`src/rtl/rtc_cal_pkg.sv`:
```
package rtc_cal_pkg;

  localparam int ADDR_W = 4;
  localparam int DATA_W = 8;

  // register map; the time block sits at consecutive addresses
  localparam logic [ADDR_W-1:0] A_CTRL = 4'h0;
  localparam logic [ADDR_W-1:0] A_SEC  = 4'h2;
  localparam logic [ADDR_W-1:0] A_MIN  = 4'h3;
  localparam logic [ADDR_W-1:0] A_HOUR = 4'h4;
  localparam logic [ADDR_W-1:0] A_MDAY = 4'h5;
  localparam logic [ADDR_W-1:0] A_WDAY = 4'h6;
  localparam logic [ADDR_W-1:0] A_MON  = 4'h7;
  localparam logic [ADDR_W-1:0] A_YEAR = 4'h8;

  localparam int HALT_BIT = 5;
  localparam int H12_BIT  = 2;
  localparam logic [DATA_W-1:0] RESET_CODE = 8'h58;

  typedef struct packed {
    logic [7:0] yr;
    logic [4:0] mon;
    logic [2:0] wday;
    logic [5:0] mday;
    logic [5:0] hour;
    logic [6:0] min;
    logic [6:0] sec;
  } cal_t;

  localparam cal_t CAL_RESET = '{yr: 8'h00, mon: 5'h01, wday: 3'd0,
                                 mday: 6'h01, hour: 6'h00, min: 7'h00,
                                 sec: 7'h00};

  // one BCD step of a two-digit value, no wrap
  function automatic logic [7:0] bcd_step(input logic [7:0] v);
    if (v[3:0] >= 4'd9) return {v[7:4] + 4'd1, 4'd0};
    else                return {v[7:4], v[3:0] + 4'd1};
  endfunction

  // BCD year divisible by four: even tens with 0/4/8, odd tens with 2/6
  function automatic logic bcd_leap(input logic [7:0] y);
    if (y[4]) return (y[3:0] == 4'd2) || (y[3:0] == 4'd6);
    else      return (y[3:0] == 4'd0) || (y[3:0] == 4'd4) || (y[3:0] == 4'd8);
  endfunction

endpackage

```
`src/rtl/rtc_subsec_div.sv`:
```
module rtc_subsec_div #(
  parameter int SUB_TICKS = 32
) (
  input  logic clk,
  input  logic rst_n,
  input  logic clear,
  input  logic halt,
  input  logic tick_in,
  output logic sec_pulse
);

  localparam int CNT_W = (SUB_TICKS > 2) ? $clog2(SUB_TICKS) : 1;
  localparam logic [CNT_W-1:0] LAST = CNT_W'(SUB_TICKS - 1);

  logic [CNT_W-1:0] cnt_q, cnt_d;

  always_comb begin
    sec_pulse = tick_in && !halt && (cnt_q == LAST);
    cnt_d     = cnt_q;
    if (clear || halt)  cnt_d = '0;
    else if (sec_pulse) cnt_d = '0;
    else if (tick_in)   cnt_d = cnt_q + 1'b1;
  end

  always_ff @(posedge clk or negedge rst_n) begin
    if (!rst_n) cnt_q <= '0;
    else        cnt_q <= cnt_d;
  end

  // a halted clock keeps the divider at zero
  p_div_hold_r7: assert property (@(posedge clk) disable iff (!rst_n)
    halt |=> (cnt_q == '0));

endmodule

```
`src/rtl/rtc_month_len.sv`:
```
module rtc_month_len
  import rtc_cal_pkg::*;
(
  input  logic [4:0] mon,
  input  logic [7:0] yr,
  output logic [5:0] last_day
);

  always_comb begin
    case (mon)
      5'h02:                      last_day = bcd_leap(yr) ? 6'h29 : 6'h28;
      5'h04, 5'h06, 5'h09, 5'h11: last_day = 6'h30;
      default:                    last_day = 6'h31;
    endcase
  end

endmodule

```
`src/rtl/rtc_time_chain.sv`:
```
module rtc_time_chain
  import rtc_cal_pkg::*;
(
  input  cal_t cur,
  input  logic adv,
  input  logic h12,
  output cal_t nxt
);

  logic [5:0] last_day;
  logic [7:0] inc_sec, inc_min, inc_hr, inc_h12, inc_day, inc_mon, inc_yr;
  logic       c_min, c_hour, c_day, c_mon, c_yr, hr_wrap;
  logic [5:0] hr_next;
  logic       unused_bits;

  rtc_month_len u_len (
    .mon      (cur.mon),
    .yr       (cur.yr),
    .last_day (last_day)
  );

  assign unused_bits = ^{inc_sec[7], inc_min[7], inc_hr[7:6], inc_h12[7:5],
                         inc_day[7:6], inc_mon[7:5]};

  always_comb begin
    inc_sec = bcd_step({1'b0, cur.sec});
    inc_min = bcd_step({1'b0, cur.min});
    inc_hr  = bcd_step({2'b0, cur.hour});
    inc_h12 = bcd_step({3'b0, cur.hour[4:0]});
    inc_day = bcd_step({2'b0, cur.mday});
    inc_mon = bcd_step({3'b0, cur.mon});
    inc_yr  = bcd_step(cur.yr);

    // hour successor and whether it rolls into a new day
    if (h12) begin
      if (cur.hour[4:0] == 5'h11) begin
        hr_next = {~cur.hour[5], 5'h12};
        hr_wrap = cur.hour[5];
      end else if (cur.hour[4:0] >= 5'h12) begin
        hr_next = {cur.hour[5], 5'h01};
        hr_wrap = 1'b0;
      end else begin
        hr_next = {cur.hour[5], inc_h12[4:0]};
        hr_wrap = 1'b0;
      end
    end else if (cur.hour >= 6'h23) begin
      hr_next = 6'h00;
      hr_wrap = 1'b1;
    end else begin
      hr_next = inc_hr[5:0];
      hr_wrap = 1'b0;
    end

    c_min  = adv && (cur.sec >= 7'h59);
    c_hour = c_min && (cur.min >= 7'h59);
    c_day  = c_hour && hr_wrap;
    c_mon  = c_day && (cur.mday >= last_day);
    c_yr   = c_mon && (cur.mon >= 5'h12);

    nxt = cur;
    if (adv)    nxt.sec  = c_min ? 7'h00 : inc_sec[6:0];
    if (c_min)  nxt.min  = c_hour ? 7'h00 : inc_min[6:0];
    if (c_hour) nxt.hour = hr_next;
    if (c_day) begin
      nxt.mday = c_mon ? 6'h01 : inc_day[5:0];
      nxt.wday = (cur.wday >= 3'd6) ? 3'd0 : cur.wday + 3'd1;
    end
    if (c_mon)  nxt.mon  = c_yr ? 5'h01 : inc_mon[4:0];
    if (c_yr)   nxt.yr   = (cur.yr >= 8'h99) ? 8'h00 : inc_yr;
  end

endmodule

```
`src/rtl/rtc_calendar_core.sv`:
```
module rtc_calendar_core
  import rtc_cal_pkg::*;
#(
  parameter int SUB_TICKS = 32
) (
  input  logic              clk,
  input  logic              rst_n,
  input  logic              tick_in,
  input  logic              wr_en,
  input  logic [ADDR_W-1:0] wr_addr,
  input  logic [DATA_W-1:0] wr_data,
  input  logic [ADDR_W-1:0] rd_addr,
  output logic [DATA_W-1:0] rd_data
);

  // reset: asserted asynchronously, released on a clock edge
  logic [1:0] rst_sync_q;
  logic       rst_n_i;

  always_ff @(posedge clk or negedge rst_n) begin
    if (!rst_n) rst_sync_q <= 2'b00;
    else        rst_sync_q <= {rst_sync_q[0], 1'b1};
  end
  assign rst_n_i = rst_sync_q[1];

  cal_t cal_q, cal_d, cal_step;
  logic osf_q, osf_d;
  logic halt_q, halt_d;
  logic h12_q, h12_d;
  logic soft_rst, sec_pulse;

  assign soft_rst = wr_en && (wr_addr == A_CTRL) && (wr_data == RESET_CODE);

  rtc_subsec_div #(.SUB_TICKS(SUB_TICKS)) u_div (
    .clk       (clk),
    .rst_n     (rst_n_i),
    .clear     (soft_rst),
    .halt      (halt_q),
    .tick_in   (tick_in),
    .sec_pulse (sec_pulse)
  );

  rtc_time_chain u_chain (
    .cur (cal_q),
    .adv (sec_pulse),
    .h12 (h12_q),
    .nxt (cal_step)
  );

  // next state: software reset, then host write per field, then stepping
  always_comb begin
    cal_d  = cal_step;
    osf_d  = osf_q;
    halt_d = halt_q;
    h12_d  = h12_q;
    if (soft_rst) begin
      cal_d  = CAL_RESET;
      osf_d  = 1'b1;
      halt_d = 1'b0;
      h12_d  = 1'b0;
    end else if (wr_en) begin
      case (wr_addr)
        A_CTRL: begin
          halt_d = wr_data[HALT_BIT];
          h12_d  = wr_data[H12_BIT];
        end
        A_SEC: begin
          cal_d.sec = wr_data[6:0];
          osf_d     = osf_q & wr_data[7];
        end
        A_MIN:   cal_d.min  = wr_data[6:0];
        A_HOUR:  cal_d.hour = wr_data[5:0];
        A_MDAY:  cal_d.mday = wr_data[5:0];
        A_WDAY:  cal_d.wday = wr_data[2:0];
        A_MON:   cal_d.mon  = wr_data[4:0];
        A_YEAR:  cal_d.yr   = wr_data;
        default: ;
      endcase
    end
  end

  always_ff @(posedge clk or negedge rst_n_i) begin
    if (!rst_n_i) begin
      cal_q  <= CAL_RESET;
      osf_q  <= 1'b1;
      halt_q <= 1'b0;
      h12_q  <= 1'b0;
    end else begin
      cal_q  <= cal_d;
      osf_q  <= osf_d;
      halt_q <= halt_d;
      h12_q  <= h12_d;
    end
  end

  always_comb begin
    case (rd_addr)
      A_CTRL:  rd_data = {2'b00, halt_q, 2'b00, h12_q, 2'b00};
      A_SEC:   rd_data = {osf_q, cal_q.sec};
      A_MIN:   rd_data = {1'b0, cal_q.min};
      A_HOUR:  rd_data = {2'b00, cal_q.hour};
      A_MDAY:  rd_data = {2'b00, cal_q.mday};
      A_WDAY:  rd_data = {5'b00000, cal_q.wday};
      A_MON:   rd_data = {3'b000, cal_q.mon};
      A_YEAR:  rd_data = cal_q.yr;
      default: rd_data = '0;
    endcase
  end

  // halted and untouched means frozen
  p_halt_freeze_r7: assert property (@(posedge clk) disable iff (!rst_n_i)
    (halt_q && !wr_en) |=> $stable(cal_q));

  // no step and no write leaves the calendar alone
  p_quiet_hold_r2: assert property (@(posedge clk) disable iff (!rst_n_i)
    (!sec_pulse && !wr_en) |=> $stable(cal_q));

  // a step below 59 is a single BCD increment of seconds
  p_sec_step_r2: assert property (@(posedge clk) disable iff (!rst_n_i)
    (sec_pulse && !wr_en && (cal_q.sec < 7'h59))
      |=> ({1'b0, cal_q.sec} == bcd_step({1'b0, $past(cal_q.sec)})));

  // the invalid flag only drops through a seconds write with bit 7 low
  p_osf_sticky_r8: assert property (@(posedge clk) disable iff (!rst_n_i)
    (osf_q && !(wr_en && (wr_addr == A_SEC) && !wr_data[7])) |=> osf_q);

  // weekday wraps from 6 to 0 at the day boundary
  p_wday_wrap_r4: assert property (@(posedge clk) disable iff (!rst_n_i)
    (sec_pulse && !wr_en && !h12_q && (cal_q.sec == 7'h59) &&
     (cal_q.min == 7'h59) && (cal_q.hour == 6'h23) && (cal_q.wday == 3'd6))
      |=> (cal_q.wday == 3'd0));

endmodule

```
`config.mk`:
```
export PLATFORM = sky130hd
export DESIGN_NAME = rtc_calendar_core
export DESIGN_NICKNAME = d
export VERILOG_FILES = /design/src/rtl/rtc_cal_pkg.sv /design/src/rtl/rtc_subsec_div.sv /design/src/rtl/rtc_month_len.sv /design/src/rtl/rtc_time_chain.sv /design/src/rtl/rtc_calendar_core.sv
export SDC_FILE = /design/constraint.sdc
export NUM_CORES = 1
export LEC_CHECK = 0
export ABC_AREA = 1
export BUFFER_PORTS_ARGS = -buffer_cell sky130_fd_sc_hd__clkbuf_2
export CAP_MARGIN = 40
export CORE_ASPECT_RATIO = 1.5
export CORE_MARGIN = 2
export CORE_UTILIZATION = 49
export CTS_CLUSTER_DIAMETER = 100
export DETAILED_ROUTE_END_ITERATION = 10
export GPL_TIMING_DRIVEN = 0
export HOLD_SLACK_MARGIN = 0.1
export PLACE_DENSITY_LB_ADDON = 0.2
export REMOVE_ABC_BUFFERS = 1
export SLEW_MARGIN = 20
export SYNTH_ARGS = -nofsm -noshare
export SYNTH_HDL_FRONTEND = slang
export SYNTH_SLANG_ARGS = --single-unit
```
`constraint.sdc`:
```
create_clock -name clk -period 2 [get_ports clk]
set_input_delay 0.2 -clock clk [delete_from_list [all_inputs] [get_ports clk]]
set_output_delay 0.2 -clock clk [all_outputs]
set_load 0.01 [all_outputs]
```
==> metrics, run 1 <==
Ys Warns=0; failing checks=negative setup slack; critical path class=reg2reg; Worst Tran Pin Value=854 ps; Clock Latency Late Sink=300 ps; CP Launch Point=cal_q[29]$_DFF_PN1_; cts bufs inserted=5; final setup violating endpoints=33; pwr dens=774 nW/um^2; drt pass-1 iters=5; design area=5450 sq um; Post-DP Area=4590 sq um; Seq/Total Area, Yosys=0.301; CP max-delay cell=dfstp_2; P_int=2.42 mW; die height=119 um; post-DP HPWL=10100 um; Final Hold Fails=0; Yosys cell types=41; number of diodes=0; share of layout cells above drive strength 1=0.259; outcome=complete, but fails checks; pin count of the biggest net entering global routing=51; CP top delay family=simple AND/OR/NAND/NOR gates; Net Sw Frac=0.426; CP required=2220 ps; crit share post-route=1.29; Net Sw Power=1.80 mW; deepest clock path buffer count=2; sequential power share=0.373; CTS root buf=clkbuf_16; CP Buf/Inv Count=1; Clock power frac=0.206; top_reg_cell synth=dfrtp_1; initial DRC count=388; type of the worst min-delay path=in2async; setup ws final=-576 ps; H-tree Lvls=2; FF+latch count, synth=52; final count of pins violating max slew=0; Avg Cell Area, Syn=6.97 sq um; Core Box Area=8720 sq um; Worst Setup Start Kind=register; WL final=14300 um; Finished Core Util=0.625; maximum VDD drop=0.611 mV; Crit path depth=15; DRC viols=0; Worst setup endpoint=cal_q[38]$_DFF_PN0_; vias=4682; hold_ws=211 ps; Initial Util=0.496; drt via density=5.82; Worst R2R End=cal_q[38]$_DFF_PN0_; Post-DRT Antenna Nets=0; reg2reg setup slack=-580 ps; number of global-route vias before repair=4412; CP Cell Sequence=ha_2, nand3_1, a31oi_1, a21oi_2, ha_1, inv_1, nor2_2, nand3_2, nand3_4, nand4_4, nor2_4, nand2_2, nand2_1, nand2_1, a21oi_2; standard-cell row count=42; wire per inst=17.8 um; CP Max Fanout=4; max_slew headroom=0.426; clock sink count=52; Static Leak=2.66 nW; CP Data Arrival Time=2790 ps; initial antenna violation count=0; RSZ-0062 raised after global routing=true; GRT Overall Usage=0.299; asr flop ratio synth=1.00; CP Capture Type=register; Post-synth EDFFs=0; largest stage delay on the critical path=580 ps; Power, Total=4.22 mW; Mapped Area=4330 sq um; Post-Synthesis Cells=621; Setup Total Neg Slack=-10590 ps; CTS tree=done; clock-pin slew on the worst setup and hold paths=70 ps; combinational power share=0.421; Port-buffer cells=27; most frequent cells in the layout=nand2_1, inv_1, nor2_1, a21oi_1, dfrtp_1; FMAX=388 MHz; Worst Reg-to-Reg Cells=15; most common cell after layout, fill and taps aside=nand2_1; global-route wire length before repair=21800 um; Max Cap Viol=0; reg2reg start=cal_q[29]$_DFF_PN1_; crit path time final=2580 ps; I/O pin count=28; nets=751; Chip Width=80.7 um; die area=9620 sq um; total gr overflow=0; Layout area overhead=26.0%; GP Congestion=0.928; clk_skew=9.12 ps
[synth_stat cells, types with 3 or more instances]
| library cell | n | area, sq um |
|---|---|---|
| o211ai_1 | 8 | 60.1 |
| dfstp_2 | 3 | 78.8 |
| nand2_2 | 3 | 18.8 |
| o22ai_1 | 12 | 75.1 |
| nand2_1 | 142 | 533 |
| o31ai_1 | 3 | 22.5 |
| clkbuf_1 | 4 | 15.0 |
| a31oi_1 | 6 | 37.5 |
| inv_2 | 9 | 33.8 |
| nand4_1 | 8 | 50.1 |
| ha_1 | 38 | 475 |
| o21ai_0 | 46 | 230 |
| nor2_1 | 50 | 188 |
| nand3_1 | 42 | 210 |
| dfrtp_1 | 49 | 1230 |
| inv_1 | 95 | 357 |
| a21oi_1 | 53 | 265 |
| a21oi_2 | 6 | 52.6 |
| xor2_1 | 5 | 43.8 |
| nor3_1 | 5 | 25.0 |
| o21ai_1 | 3 | 15.0 |
[worst min-delay path by stage]
| stage | depth (start not counted) | slack (ps) | from | to |
|---|---|---|---|---|
| after floorplan | 0 | -100 | rst_n | rst_sync_q[0]$_DFF_PN0_ |
| after global placement | 1 | -10 | rst_n | rst_sync_q[1]$_DFF_PN0_ |
| after detailed placement | 1 | -10 | rst_n | rst_sync_q[1]$_DFF_PN0_ |
| after CTS | 2 | 200 | rst_n | rst_sync_q[1]$_DFF_PN0_ |
| after global routing | 2 | 230 | rst_n | rst_sync_q[1]$_DFF_PN0_ |
| final | 2 | 210 | rst_n | rst_sync_q[1]$_DFF_PN0_ |
[cells by family after synthesis]
logic type / after synthesis / share of synthesized area
AND/OR/NAND/NOR: 263 / 0.274
AO/OA/AOI/OAI: 151 / 0.206
buffers and inverters: 111 / 0.0980
flip-flops: 52 / 0.301
adder cells (fa/ha/maj): 38 / 0.110
XOR/XNOR: 5 / 0.0101
other: 1 / 0.000866
[metal layers]
layer	up-vias	share of wire	wire length [um]	GRT usage
met5	-	0	0	0
met4	0	0.055	792	0.140
met3	60	0.056	806	0.0447
met2	199	0.52	7420	0.537
met1	2217	0.37	5260	0.337
li1	2206	-	-	-
[stage by stage]
step	instances	setup WS, ps
final	804	-576
after detailed placement	754	-1090
after CTS	786	-640
after global routing	804	-698
after floorplan	616	-476
after global placement	753	-1050
[worst register-to-register path, stage by stage, from the launching register on]
cell     delay [ps]
dfstp_2         580
ha_2            210
nand3_1          80
a31oi_1         230
a21oi_2          70
ha_1            280
inv_1            40
nor2_2           80
nand3_2         100
nand3_4         130
nand4_4         170
nor2_4          190
nand2_2          70
nand2_1          60
nand2_1          60
a21oi_2         150
[power by group through the flow]
stage / registers (mW) / logic [mW] / clock network, mW
CTS: 1.55 / 1.55 / 0.892
floorplan: 1.48 / 1.02 / 0
finish: 1.57 / 1.78 / 0.869
detailed placement: 1.57 / 1.37 / 0
global route: 1.61 / 1.99 / 0.913
global placement: 1.55 / 1.32 / 0
[sequential cells by signal, indices dropped and copies added (netlist names)]
register and count:
cal_q 42, u_div.cnt_q 5, rst_sync_q 2, h12_q 1
halt_q 1, osf_q 1
[what timing repair did]
action                                 4_1_cts  5_1_grt
resized for setup                           35       84
pin swaps                                   18       40
endpoints found under the hold margin        2        0
setup buffers                               23       20
setup endpoints to repair                   41       44
hold buffers                                 1        0
[layout make-up]
cell class | count | area [sq um]
clock buffer | 7 | 133
clock inverter | 1 | 5.00
fill | 800 | 3270
inverter | 106 | 420
multi-input combinational | 458 | 2940
sequential | 52 | 1320
tap | 110 | 138
timing repair buffer | 70 | 505
(Power assumes the default switching activity.)
==> inputs of run 2 (changes only) <==
--- a/config.mk
+++ b/config.mk
@@ -14,8 +14,8 @@
 export CTS_CLUSTER_DIAMETER = 100
 export DETAILED_ROUTE_END_ITERATION = 10
 export GPL_TIMING_DRIVEN = 0
-export HOLD_SLACK_MARGIN = 0.1
-export PLACE_DENSITY_LB_ADDON = 0.2
+export HOLD_SLACK_MARGIN = 0.12
+export PLACE_DENSITY_LB_ADDON = 0.05
 export REMOVE_ABC_BUFFERS = 1
 export SLEW_MARGIN = 20
 export SYNTH_ARGS = -nofsm -noshare
==> metrics, run 2 (synthesis results as in run 1) <==
Initial Util=0.496; I/O pin count=28; Core Box Area=8720 sq um; most frequent cells in the layout=nand2_1, inv_1, dfrtp_1, nor2_1, a21oi_1; Largest register FFs=42; CP max-delay cell=dfrtp_2; maximum VDD drop=0.471 mV; CP Cell Sequence=nor2_4, inv_2, nor3_4, inv_2, a31oi_4, a21oi_2, ha_1, inv_1, nor2_1, nand3_1, nand3_4, buf_4, nand3_4, a21oi_1, nand2_1, a21oi_2; CTS tree=done; Register Area=1310 sq um; CP required=2230 ps; crit path time final=2540 ps; WL final=13800 um; standard-cell row count=42; Worst Setup Start Kind=register; GRT Overall Usage=0.298; drt pass-1 iters=5; GP Congestion=0.984; Static Leak=2.63 nW; drt via density=5.74; CP Max Fanout=7; max_slew headroom=0.533; final count of pins violating max slew=0; initial antenna violation count=0; most common cell after layout, fill and taps aside=nand2_1; Layout area overhead=22.5%; die area=9620 sq um; Chip Width=80.7 um; type of the worst min-delay path=in2reg; multi-input combinational cell area=2850 sq um; cts bufs inserted=5; share of layout cells above drive strength 1=0.236; Port-buffer cells=27; outcome=complete, but fails checks; CP Data Arrival Time=2780 ps; vias=4562; Post-DP Area=4590 sq um; clock sink count=52; die height=119 um; Finished Core Util=0.608; CTS root buf=clkbuf_16; global-route wire length before repair=21700 um; failing checks=negative setup slack; design area=5300 sq um; clock-pin slew on the worst setup and hold paths=70 ps; Max Cap Viol=0; DRC viols=0; initial DRC count=296; wire per inst=17.4 um; H-tree Lvls=2; register name with the most flops=cal_q; crit share post-route=1.27; total gr overflow=0; pwr dens=786 nW/um^2; FMAX=393 MHz; Final Hold Fails=0; largest stage delay on the critical path=430 ps; post-DP HPWL=10100 um; deepest clock path buffer count=2; pin count of the biggest net entering global routing=51; critical path class=reg2reg; final setup violating endpoints=25; clk_skew=5.71 ps; number of global-route vias before repair=4428; largest registers=cal_q x42, u_div.cnt_q x5, rst_sync_q x2; CP Capture Type=register; Post-DRT Antenna Nets=0; Clock Latency Late Sink=300 ps; Filler cells=843; setup ws final=-543 ps; Worst Tran Pin Value=697 ps; nets=742; RSZ-0062 raised after global routing=true; number of diodes=0
## run 2: cell types whose count changed in the layout (fill, tap and decap cells not counted), sizes merged
cell / change
buf: -10
clkbuf: +2
clkinv: -1
## run 2: critical path, delay by kind of cell, from the launching register on
kind,cells,cell delay (ps)
and+or+nand+nor,7,910
adders and majority gates,1,280
buffers and inverters,4,320
DFF,1,430
AOI/OAI and AO/OA,4,540
## run 2: worst paths after layout
kind,from,depth (start not counted),slack (ps),end
max,cal_q[31]$_DFF_PN0_,16,-540,cal_q[34]$_DFF_PN0_
min,wr_data[7],3,200,cal_q[41]$_DFF_PN0_
max reg2reg,cal_q[31]$_DFF_PN0_,16,-540,cal_q[34]$_DFF_PN0_
min reg2reg,rst_sync_q[0]$_DFF_PN0_,0,360,rst_sync_q[1]$_DFF_PN0_
max in group asynchronous,rst_sync_q[1]$_DFF_PN0_,0,1120,cal_q[14]$_DFF_PN0_
min in group asynchronous,rst_n,2,220,rst_sync_q[1]$_DFF_PN0_
## run 2: power by group
group	switching (mW)	leakage (nW)	internal, mW	total, mW
clock	0.398	0.0712	0.501	0.899
sequential	0.295	0.607	1.27	1.56
combinational	1.05	1.95	0.660	1.71
## run 2: area by class of cell
type,count,area share
Multi-Input combinational cell,458,0.538
Sequential cell,52,0.247
Timing Repair Buffer,61,0.0823
Inverter,106,0.0788
Clock buffer,8,0.0276
Tap cell,110,0.0259
## run 2: layer usage
metal	share of wire	global-route usage
met1	0.38	0.360
met2	0.51	0.505
met3	0.060	0.0386
met4	0.048	0.160
met5	0	0
## run 2: timing repair
item                                   4_1_cts  5_1_grt
cloned                                       1        0
setup endpoints to repair                   40       42
pin swaps                                   18       16
gates resized for setup                     49       51
buffers inserted                            23        9
endpoints found under the hold margin        2        0
hold buffers                                 1        0
## run 2: stage by stage
step                      TNS [ps]  setup slack (ps)  total power [mW]  std cells  hold slack (ps)
after detailed placement    -24910             -1170              2.94        754            -11.9
after floorplan              -8010              -476              2.50        616            -95.6
after CTS                    -9820              -563              4.02        787              195
final                       -10280              -543              4.17        795              204
after global routing        -14970              -733              4.46        795              218
after global placement      -37330             -1120              2.90        753            -14.2
==> inputs of run 3 (changes only) <==
==> constraint.sdc (replaced) <==
create_clock -name clk -period 2.58 [get_ports clk]
set_input_delay 0.258 -clock clk [delete_from_list [all_inputs] [get_ports clk]]
set_output_delay 0.258 -clock clk [all_outputs]
set_load 0.01 [all_outputs]
==> metrics, run 3 (synthesis results as in run 1) <==
Met3 Routed Length=699 um; Top Layer Used=met4; share of layout cells above drive strength 1=0.159; Hold Path Origin=wr_data[7]; Port-buffer cells=27; met2 WL=6740 um; clock sink count=52; FMAX=386 MHz; Core Box Area=8720 sq um; CP Capture Type=register; GP Congestion=0.984; failing checks=negative setup slack; worst hold endpoint=cal_q[41]$_DFF_PN0_; pwr dens=621 nW/um^2; RSZ-0062 raised after global routing=true; number of diodes=0; final count of pins violating max slew=0; initial antenna violation count=0; CTS root buf=clkbuf_16; Layout area overhead=14.4%; Final Hold Fails=0; GRT Overall Usage=0.290; number of global-route vias before repair=4246; total gr overflow=0; CP Data Arrival Time=2780 ps; placed cell count=754; most frequent cells in the layout=nand2_1, inv_1, a21oi_1, nor2_1, dfrtp_1; clk_skew=6.36 ps; type of the worst min-delay path=in2reg; drt pass-1 iters=5; H-tree Lvls=2; crit share post-route=1.00; Hold Crit Depth=3; Largest register FFs=42; wire per inst=17.2 um; I/O pin count=28; Worst Reg-to-Reg Cells=16; CP Max Fanout=7; die height=119 um; max_slew headroom=0.492; maximum VDD drop=0.358 mV; deepest clock path buffer count=2; Initial Util=0.496; Finished Core Util=0.568; largest registers=cal_q x42, u_div.cnt_q x5, rst_sync_q x2; CP required=2780 ps; Max Cap Viol=0; Chip Width=80.7 um; Static Leak=2.51 nW; critical path class=reg2reg; WL final=13300 um; nets=722; CTS tree=done; setup ws final=-7.80 ps; register name with the most flops=cal_q; Clock Latency Late Sink=300 ps; outcome=complete, but fails checks; Worst R2R End=cal_q[30]$_DFF_PN0_; Worst Setup Start Kind=register; reg2reg setup slack=-8 ps; initial DRC count=333; final setup violating endpoints=1; vias=4408; hold_ws=273 ps; most common cell after layout, fill and taps aside=nand2_1; standard-cell row count=42; reg2reg start=cal_q[29]$_DFF_PN1_; DRC viols=0; clock-pin slew on the worst setup and hold paths=70 ps; Final Non-Filler Cells=775; drt via density=5.69; Worst Tran Pin Value=760 ps; crit path time final=2590 ps; cts bufs inserted=5; post-DP HPWL=10100 um; M1 WL=5280 um; Post-DRT Antenna Nets=0; global-route wire length before repair=21100 um; die area=9620 sq um; pin count of the biggest net entering global routing=51
## run 3: layer usage
metal  up-vias  GRT usage
li1       2143          -
met1      2074      0.353
met2       148      0.490
met3        43     0.0394
met4         0      0.145
met5         -          0
## run 3: area by class of cell
cell class | instances | area (sq um)
flip-flops and latches | 52 | 1310
clock buffers | 8 | 146
fillers | 879 | 3770
repair buffers | 41 | 248
well taps | 110 | 138
inverters | 106 | 403
multi-input cells | 458 | 2710
## run 3: critical path, cell delays in order, from the launching register on
cell	delay, ps
dfstp_2	580
inv_4	60
ha_2	180
o211ai_1	190
a31oi_1	120
a21oi_2	150
ha_1	250
inv_1	50
nor2_1	30
nand3_1	110
nand3_4	140
nand4_4	190
inv_2	90
a21oi_1	120
o21ai_0	100
nand2_1	70
inv_1	40
## run 3: worst max-delay path by stage
stage | start | end | slack [ps] | depth (start not counted)
3_3_place_gp | cal_q[29]$_DFF_PN1_ | cal_q[25]$_DFF_PN0_ | -540 | 19
5_1_grt | cal_q[29]$_DFF_PN1_ | cal_q[30]$_DFF_PN0_ | -200 | 16
6_report | cal_q[29]$_DFF_PN1_ | cal_q[30]$_DFF_PN0_ | -8 | 16
4_1_cts | cal_q[31]$_DFF_PN0_ | cal_q[39]$_DFF_PN0_ | -8 | 17
2_1_floorplan | cal_q[29]$_DFF_PN1_ | cal_q[25]$_DFF_PN0_ | 100 | 19
3_5_place_dp | cal_q[29]$_DFF_PN1_ | cal_q[25]$_DFF_PN0_ | -590 | 19
## run 3: power breakdown
part / switching, mW / internal, mW
clock network: 0.300 / 0.388
logic: 0.744 / 0.434
registers: 0.228 / 0.983
total: 1.27 / 1.80
## run 3: repair_timing
| action | 4_1_cts | 5_1_grt |
|---|---|---|
| pin swaps | 8 | 10 |
| endpoints found under the setup margin | 19 | 19 |
| gates resized for setup | 20 | 16 |
| hold buffers | 1 | 0 |
| hold endpoints to repair | 2 | 0 |
| setup buffers | 7 | 4 |
## run 3: per-stage QoR
step	worst slack, ps	area, sq um	TNS [ps]	power (mW)
final	-7.80	4950	-7.80	3.08
after global routing	-200	4950	-2520	3.31
after CTS	-8.50	4870	-25.0	3.06
after detailed placement	-588	4590	-9880	2.28
after global placement	-537	4580	-8790	2.25
after floorplan	104	4300	0	1.94
